## src/rtl/io_arb_pkg.sv

```systemverilog
package io_arb_pkg;
    typedef enum logic [1:0] {
        ST_NEUTRAL = 2'd0,
        ST_HOST_IN = 2'd1,
        ST_CARD_IN = 2'd2
    } arb_state_t;

    localparam int SIDE_HOST = 0;
    localparam int SIDE_CARD = 1;
    localparam int NUM_SIDES = 2;
endpackage

```

## src/rtl/io_line_sampler.sv

```systemverilog
module io_line_sampler #(
    parameter int SYNC_STAGES = 2
) (
    input  logic clk,
    input  logic rst_n,
    input  logic line_i,
    output logic level_o,
    output logic fall_o,
    output logic rise_o
);
    logic [SYNC_STAGES-1:0] sync_q;
    logic                   level_d;

    // Idle-high reset value, so no edge is reported out of reset
    always_ff @(posedge clk or negedge rst_n) begin
        if (!rst_n) begin
            sync_q  <= '1;
            level_d <= 1'b1;
        end else begin
            sync_q  <= {sync_q[SYNC_STAGES-2:0], line_i};
            level_d <= sync_q[SYNC_STAGES-1];
        end
    end

    assign level_o = sync_q[SYNC_STAGES-1];
    assign fall_o  = level_d & ~level_o;
    assign rise_o  = ~level_d & level_o;
endmodule

```

## src/rtl/io_arb_fsm.sv

```systemverilog
module io_arb_fsm
    import io_arb_pkg::*;
(
    input  logic       clk,
    input  logic       rst_n,
    input  logic       enabled_i,
    input  logic       host_fall_i,
    input  logic       host_rise_i,
    input  logic       card_fall_i,
    input  logic       card_rise_i,
    output arb_state_t state_o
);
    arb_state_t state_q, state_n;

    always_ff @(posedge clk or negedge rst_n) begin
        if (!rst_n) state_q <= ST_NEUTRAL;
        else        state_q <= state_n;
    end

    always_comb begin
        state_n = state_q;
        if (!enabled_i) begin
            state_n = ST_NEUTRAL;
        end else begin
            unique case (state_q)
                ST_NEUTRAL: begin
                    // Host side wins a same-cycle tie
                    if (host_fall_i)      state_n = ST_HOST_IN;
                    else if (card_fall_i) state_n = ST_CARD_IN;
                end
                ST_HOST_IN: if (host_rise_i) state_n = ST_NEUTRAL;
                ST_CARD_IN: if (card_rise_i) state_n = ST_NEUTRAL;
                default:    state_n = ST_NEUTRAL;
            endcase
        end
    end

    assign state_o = state_q;
endmodule

```

## src/rtl/io_arb_drive.sv

```systemverilog
module io_arb_drive
    import io_arb_pkg::*;
(
    input  arb_state_t state_i,
    input  logic       enabled_i,
    input  logic       host_level_i,
    input  logic       card_level_i,
    output logic       host_drive_low_o,
    output logic       card_drive_low_o
);
    always_comb begin
        host_drive_low_o = 1'b0;
        card_drive_low_o = 1'b0;
        if (!enabled_i) begin
            card_drive_low_o = 1'b1;
        end else begin
            unique case (state_i)
                ST_NEUTRAL: ;
                ST_HOST_IN: card_drive_low_o = ~host_level_i;
                ST_CARD_IN: host_drive_low_o = ~card_level_i;
                default:    ;
            endcase
        end
    end
endmodule

```

## src/rtl/io_dir_arbiter.sv

```systemverilog
module io_dir_arbiter
    import io_arb_pkg::*;
#(
    parameter int SYNC_STAGES = 2
) (
    input  logic clk,
    input  logic rst_n,
    input  logic session_en,
    input  logic rx_en,
    input  logic host_line_i,
    input  logic card_line_i,
    output logic host_drive_low_o,
    output logic card_drive_low_o
);
    logic [NUM_SIDES-1:0] line_in, level, fall, rise;
    logic                 enabled;
    arb_state_t           state;

    assign enabled            = session_en & rx_en;
    assign line_in[SIDE_HOST] = host_line_i;
    assign line_in[SIDE_CARD] = card_line_i;

    for (genvar s = 0; s < NUM_SIDES; s++) begin : g_side
        io_line_sampler #(.SYNC_STAGES(SYNC_STAGES)) u_sampler (
            .clk     (clk),
            .rst_n   (rst_n),
            .line_i  (line_in[s]),
            .level_o (level[s]),
            .fall_o  (fall[s]),
            .rise_o  (rise[s])
        );
    end

    io_arb_fsm u_fsm (
        .clk         (clk),
        .rst_n       (rst_n),
        .enabled_i   (enabled),
        .host_fall_i (fall[SIDE_HOST]),
        .host_rise_i (rise[SIDE_HOST]),
        .card_fall_i (fall[SIDE_CARD]),
        .card_rise_i (rise[SIDE_CARD]),
        .state_o     (state)
    );

    io_arb_drive u_drive (
        .state_i          (state),
        .enabled_i        (enabled),
        .host_level_i     (level[SIDE_HOST]),
        .card_level_i     (level[SIDE_CARD]),
        .host_drive_low_o (host_drive_low_o),
        .card_drive_low_o (card_drive_low_o)
    );
endmodule

```

## config.mk

```make
export PLATFORM = sky130hd
export DESIGN_NAME = io_dir_arbiter
export DESIGN_NICKNAME = d
export VERILOG_FILES = /design/src/rtl/io_arb_pkg.sv /design/src/rtl/io_line_sampler.sv /design/src/rtl/io_arb_fsm.sv /design/src/rtl/io_arb_drive.sv /design/src/rtl/io_dir_arbiter.sv
export SDC_FILE = /design/constraint.sdc
export NUM_CORES = 1
export LEC_CHECK = 0
export ABC_AREA = 0
export CAP_MARGIN = 20
export CORE_AREA = 2 2 39 41
export CTS_CLUSTER_SIZE = 24
export DETAILED_ROUTE_END_ITERATION = 7
export DIE_AREA = 0 0 41 43
export PLACE_DENSITY = 0.39
export SLEW_MARGIN = 10
export SYNTH_ARGS = -nofsm -noshare
export SYNTH_HDL_FRONTEND = slang
export SYNTH_SLANG_ARGS = --single-unit
```

## constraint.sdc

```tcl
create_clock -name clk -period 1.3 [get_ports clk]
set_input_delay 0.325 -clock clk [delete_from_list [all_inputs] [get_ports clk]]
set_output_delay 0.325 -clock clk [all_outputs]
set_load 0.005 [all_outputs]
```

==> summary.md <==
| Metric | Value |
|---|---|
| Vias in the first global route | 227 |
| Initial core utilization | 0.199 |
| Delay-heaviest family, CP | flip-flops |
| Synth top area cells | dfstp_2 57%, dfrtp_1 18%, a211oi_1 5.5% |
| Failing checks | setup timing |
| Outcome | finished with violations |
| Routed Antenna Nets | 0 |
| Clk_lat worst skew | 0.24 ns |
| Area Overhead vs Synth | 54.1% |
| Worst min-delay path category | flop to flop |
| YS warnings | 0 |
| Crit path launch | g_side[0].u_sampler.sync_q[1]$_DFF_PN1_ |
| Die area | between 0.0015 and 0.002 mm2 |
| Most frequent cell after synthesis | dfstp_2 |
| Final worst-path cycle share | 1.07 |
| IO Pins | 8 |
| Post-synth EDFFs | 0 |
| Drt initial violations | 2 |
| Largest net degree at the start of global routing | 9 |
| Crit end category | output port |
| Postcts setup bufs | 0 |
| R2R setup slack | 0.18 ns |
| CTS tree | built |
| Clock buffer count from CTS | 3 |
| CP startpoint kind | flop |
| Hold WS | between 0.3 and 0.4 ns |
| Total of max-cap violations | 0 |
| CP peak stage delay | 0.53 ns |
| CP endpoint | card_drive_low_o |
| Clock Tree Root | clkbuf_4 |
| Clock Path Buffers | 2 |
| First-pass GRT wire length | approximately 940 um |
| Design Power | 0.496 mW |
| Final instance area | between 400 and 500 um2 |
| Filler cell count | 147 |
| Post-CTS Hold Buffers | 0 |
| Slew of the pin with the lowest slew margin | between 0.3 and 0.4 ns |
| Post-synth top flop | dfstp_2 |
| Post-synth cell types | 11 |
| Reg clk slew, reported paths | 0.05 ns |
| WL per Instance | 9.84 um |
| DR vias | approximately 200 |
| Cell taking the most area after synthesis | dfstp_2 |
| Clock skew | 0.00193 ns |
| Synth top cells by count | 6 x dfstp_2, 2 x a211oi_1, 2 x dfrtp_1, 2 x inv_1, 2 x o21ai_0 |
| Post-Syn Nets | 26 |
| Max Slew Vio Count | 0 |
| Crit path kind | flop to output port |
| Routability cong. | 0.578 |
| Residual DRC count | 0 |
| Placed cell area | 403 um2 |
| Seq/Total Area, Yosys | 0.755 |
| CP Depth | 3 |
| DR pass1 iterations | 2 |
| Worst EP required | 0.98 ns |
| Max VDD drop | 449 uV |
| Clock sink count | 8 |
| Cell area power density | 1170 mW/mm2 |
| Die width | 41 um |
| Post-DP HPWL | 396 um |
| Synthesized flop and latch total | 8 |
| Crit path arrival time | approximately 1.1 ns |
| FF-to-FF Start | g_side[0].u_sampler.sync_q[1]$_DFF_PN1_ |
| Fin worst setup slack | -0.0944 ns |
| Lkg Pwr | 0.188 nW |
| Final worst path period need | 1.39 ns |
| Core Region | about 0.0014 mm2 |
| Post-synth ARST share | 1.00 |
| Place WS | -0.684 ns |
| Worst path buffer plus inverter count | 1 |
| Reg2Reg Depth | 4 |
| Overall global routing resource usage | 0.0852 |
| Fin. Hold Viols | 0 |
| Upper clock frequency limit | 0.717 GHz |
| NumNets Final | 43 |
| Chip height | around 43 um |
| Diodes inserted | 0 |
| Top cell type's share of synthesized area | 0.573 |
| Detailed Route WL | 502 um |
| RSZ-0062 raised after global routing | true |
| Critical-path cell with the highest stage delay | dfstp_2 |
| Mapped Avg Cell Area | ~14 um2 |
| Setup-failing EPs final | 2 |
| Crit Path Max Fanout | 2 |
| Routed vias/inst | 3.90 |
| Htree depth | 1 |
| Initial antenna violation count | 0 |
| Post-Syn Instances | 20 |
| Gr ovfl total | 0 |
| Max-slew headroom | 0.761 |
| Share of layout cells above drive strength 1 | 0.543 |
| Cell row count | 14 |
| Critical-path cell list | nor2_2, a21o_1, buf_2 |
| IO buf count | 7 |
| Post-Syn Area | 275 um2 |
| FF-to-FF End | u_fsm.state_o[1]$_DFFE_PN0P_ |
-- worst reg2reg max path, delay by kind of cell (launching register included) --
kind / cells / cell delay [ns]
and+or+nand+nor: 2 / 0.19
DFF: 1 / 0.53
AOI/OAI and AO/OA: 1 / 0.20
buffers and inverters: 1 / 0.11
-- state kept, by name, summed over array words and instances (netlist names) --
signal	cells
g_side.u_sampler.sync_q	4
g_side.u_sampler.level_d	2
u_fsm.state_o	2
-- metrics by stage --
stage	instances	utilization	setup TNS (ns)
2_1_floorplan	20	-	0
3_3_place_gp	48	0.291	-1.24
3_5_place_dp	48	0.291	-1.29
4_1_cts	51	0.305	-0.175
5_1_grt	51	0.307	-0.312
6_report	51	0.307	-0.147
-- worst min path at each step --
| stage | start | cells after the start | end | slack, ns |
|---|---|---|---|---|
| 6_report | g_side[1].u_sampler.sync_q[0]$_DFF_PN1_ | 0 | g_side[1].u_sampler.sync_q[1]$_DFF_PN1_ | 0.35 |
| 3_3_place_gp | g_side[1].u_sampler.sync_q[0]$_DFF_PN1_ | 0 | g_side[1].u_sampler.sync_q[1]$_DFF_PN1_ | 0.35 |
| 2_1_floorplan | rst_n | 0 | u_fsm.state_o[0]$_DFFE_PN0P_ | 0.03 |
| 5_1_grt | g_side[1].u_sampler.sync_q[0]$_DFF_PN1_ | 0 | g_side[1].u_sampler.sync_q[1]$_DFF_PN1_ | 0.36 |
| 3_5_place_dp | g_side[0].u_sampler.sync_q[0]$_DFF_PN1_ | 0 | g_side[0].u_sampler.sync_q[1]$_DFF_PN1_ | 0.35 |
| 4_1_cts | rst_n | 1 | u_fsm.state_o[0]$_DFFE_PN0P_ | 0.36 |
-- placed cells by master (no fill, tap or decap) --
master	synthesis	layout
nand3_1	1	1
nand2b_1	1	1
o21ai_0	2	2
clkdlybuf4s50_1	0	3
clkbuf_4	0	3
nor4b_2	0	1
a21o_1	1	1
inv_1	2	2
nor2_2	0	1
buf_2	0	2
buf_4	0	5
nand2_2	0	1
dlygate4sd2_1	0	2
a211oi_1	2	2
dfrtp_1	2	2
dfstp_2	6	6
-- area by class of cell --
cell class	count	area, um2	area share
timing repair buffer	12	95.1	0.224
multi-input combinational	10	71.3	0.168
inverter	2	7.51	0.0177
tap	16	20.0	0.0472
sequential	8	208	0.490
clock buffer	3	22.5	0.0531
-- logic make-up (layout without fill, tap and decap cells) --
kind of cell / count (synthesis) / after routing / share of synthesized area
compound gates: 5 / 5 / 0.118
flops: 8 / 8 / 0.755
buf+inv: 2 / 17 / 0.0273
simple gates: 5 / 5 / 0.100
-- where the power goes --
part	internal, mW	total (mW)	switching (mW)
clock network	0.105	0.179	0.0744
logic	0.0255	0.0422	0.0167
registers	0.268	0.274	0.00609
-- per-layer routing --
layer	vias up	GRT usage	routed length, um
met5	-	0	0
met4	0	0.0800	0
met3	0	0.0314	51
met2	8	0.119	266
met1	93	0.0930	183
li1	98	-	-
-- repair_timing --
action,4_1_cts,5_1_grt
endpoints found under the setup margin,2,2
gates cloned,0,0
pin swaps,3,0
resized for setup,12,1
endpoints found under the hold margin,0,0
(Power assumes the default switching activity.)
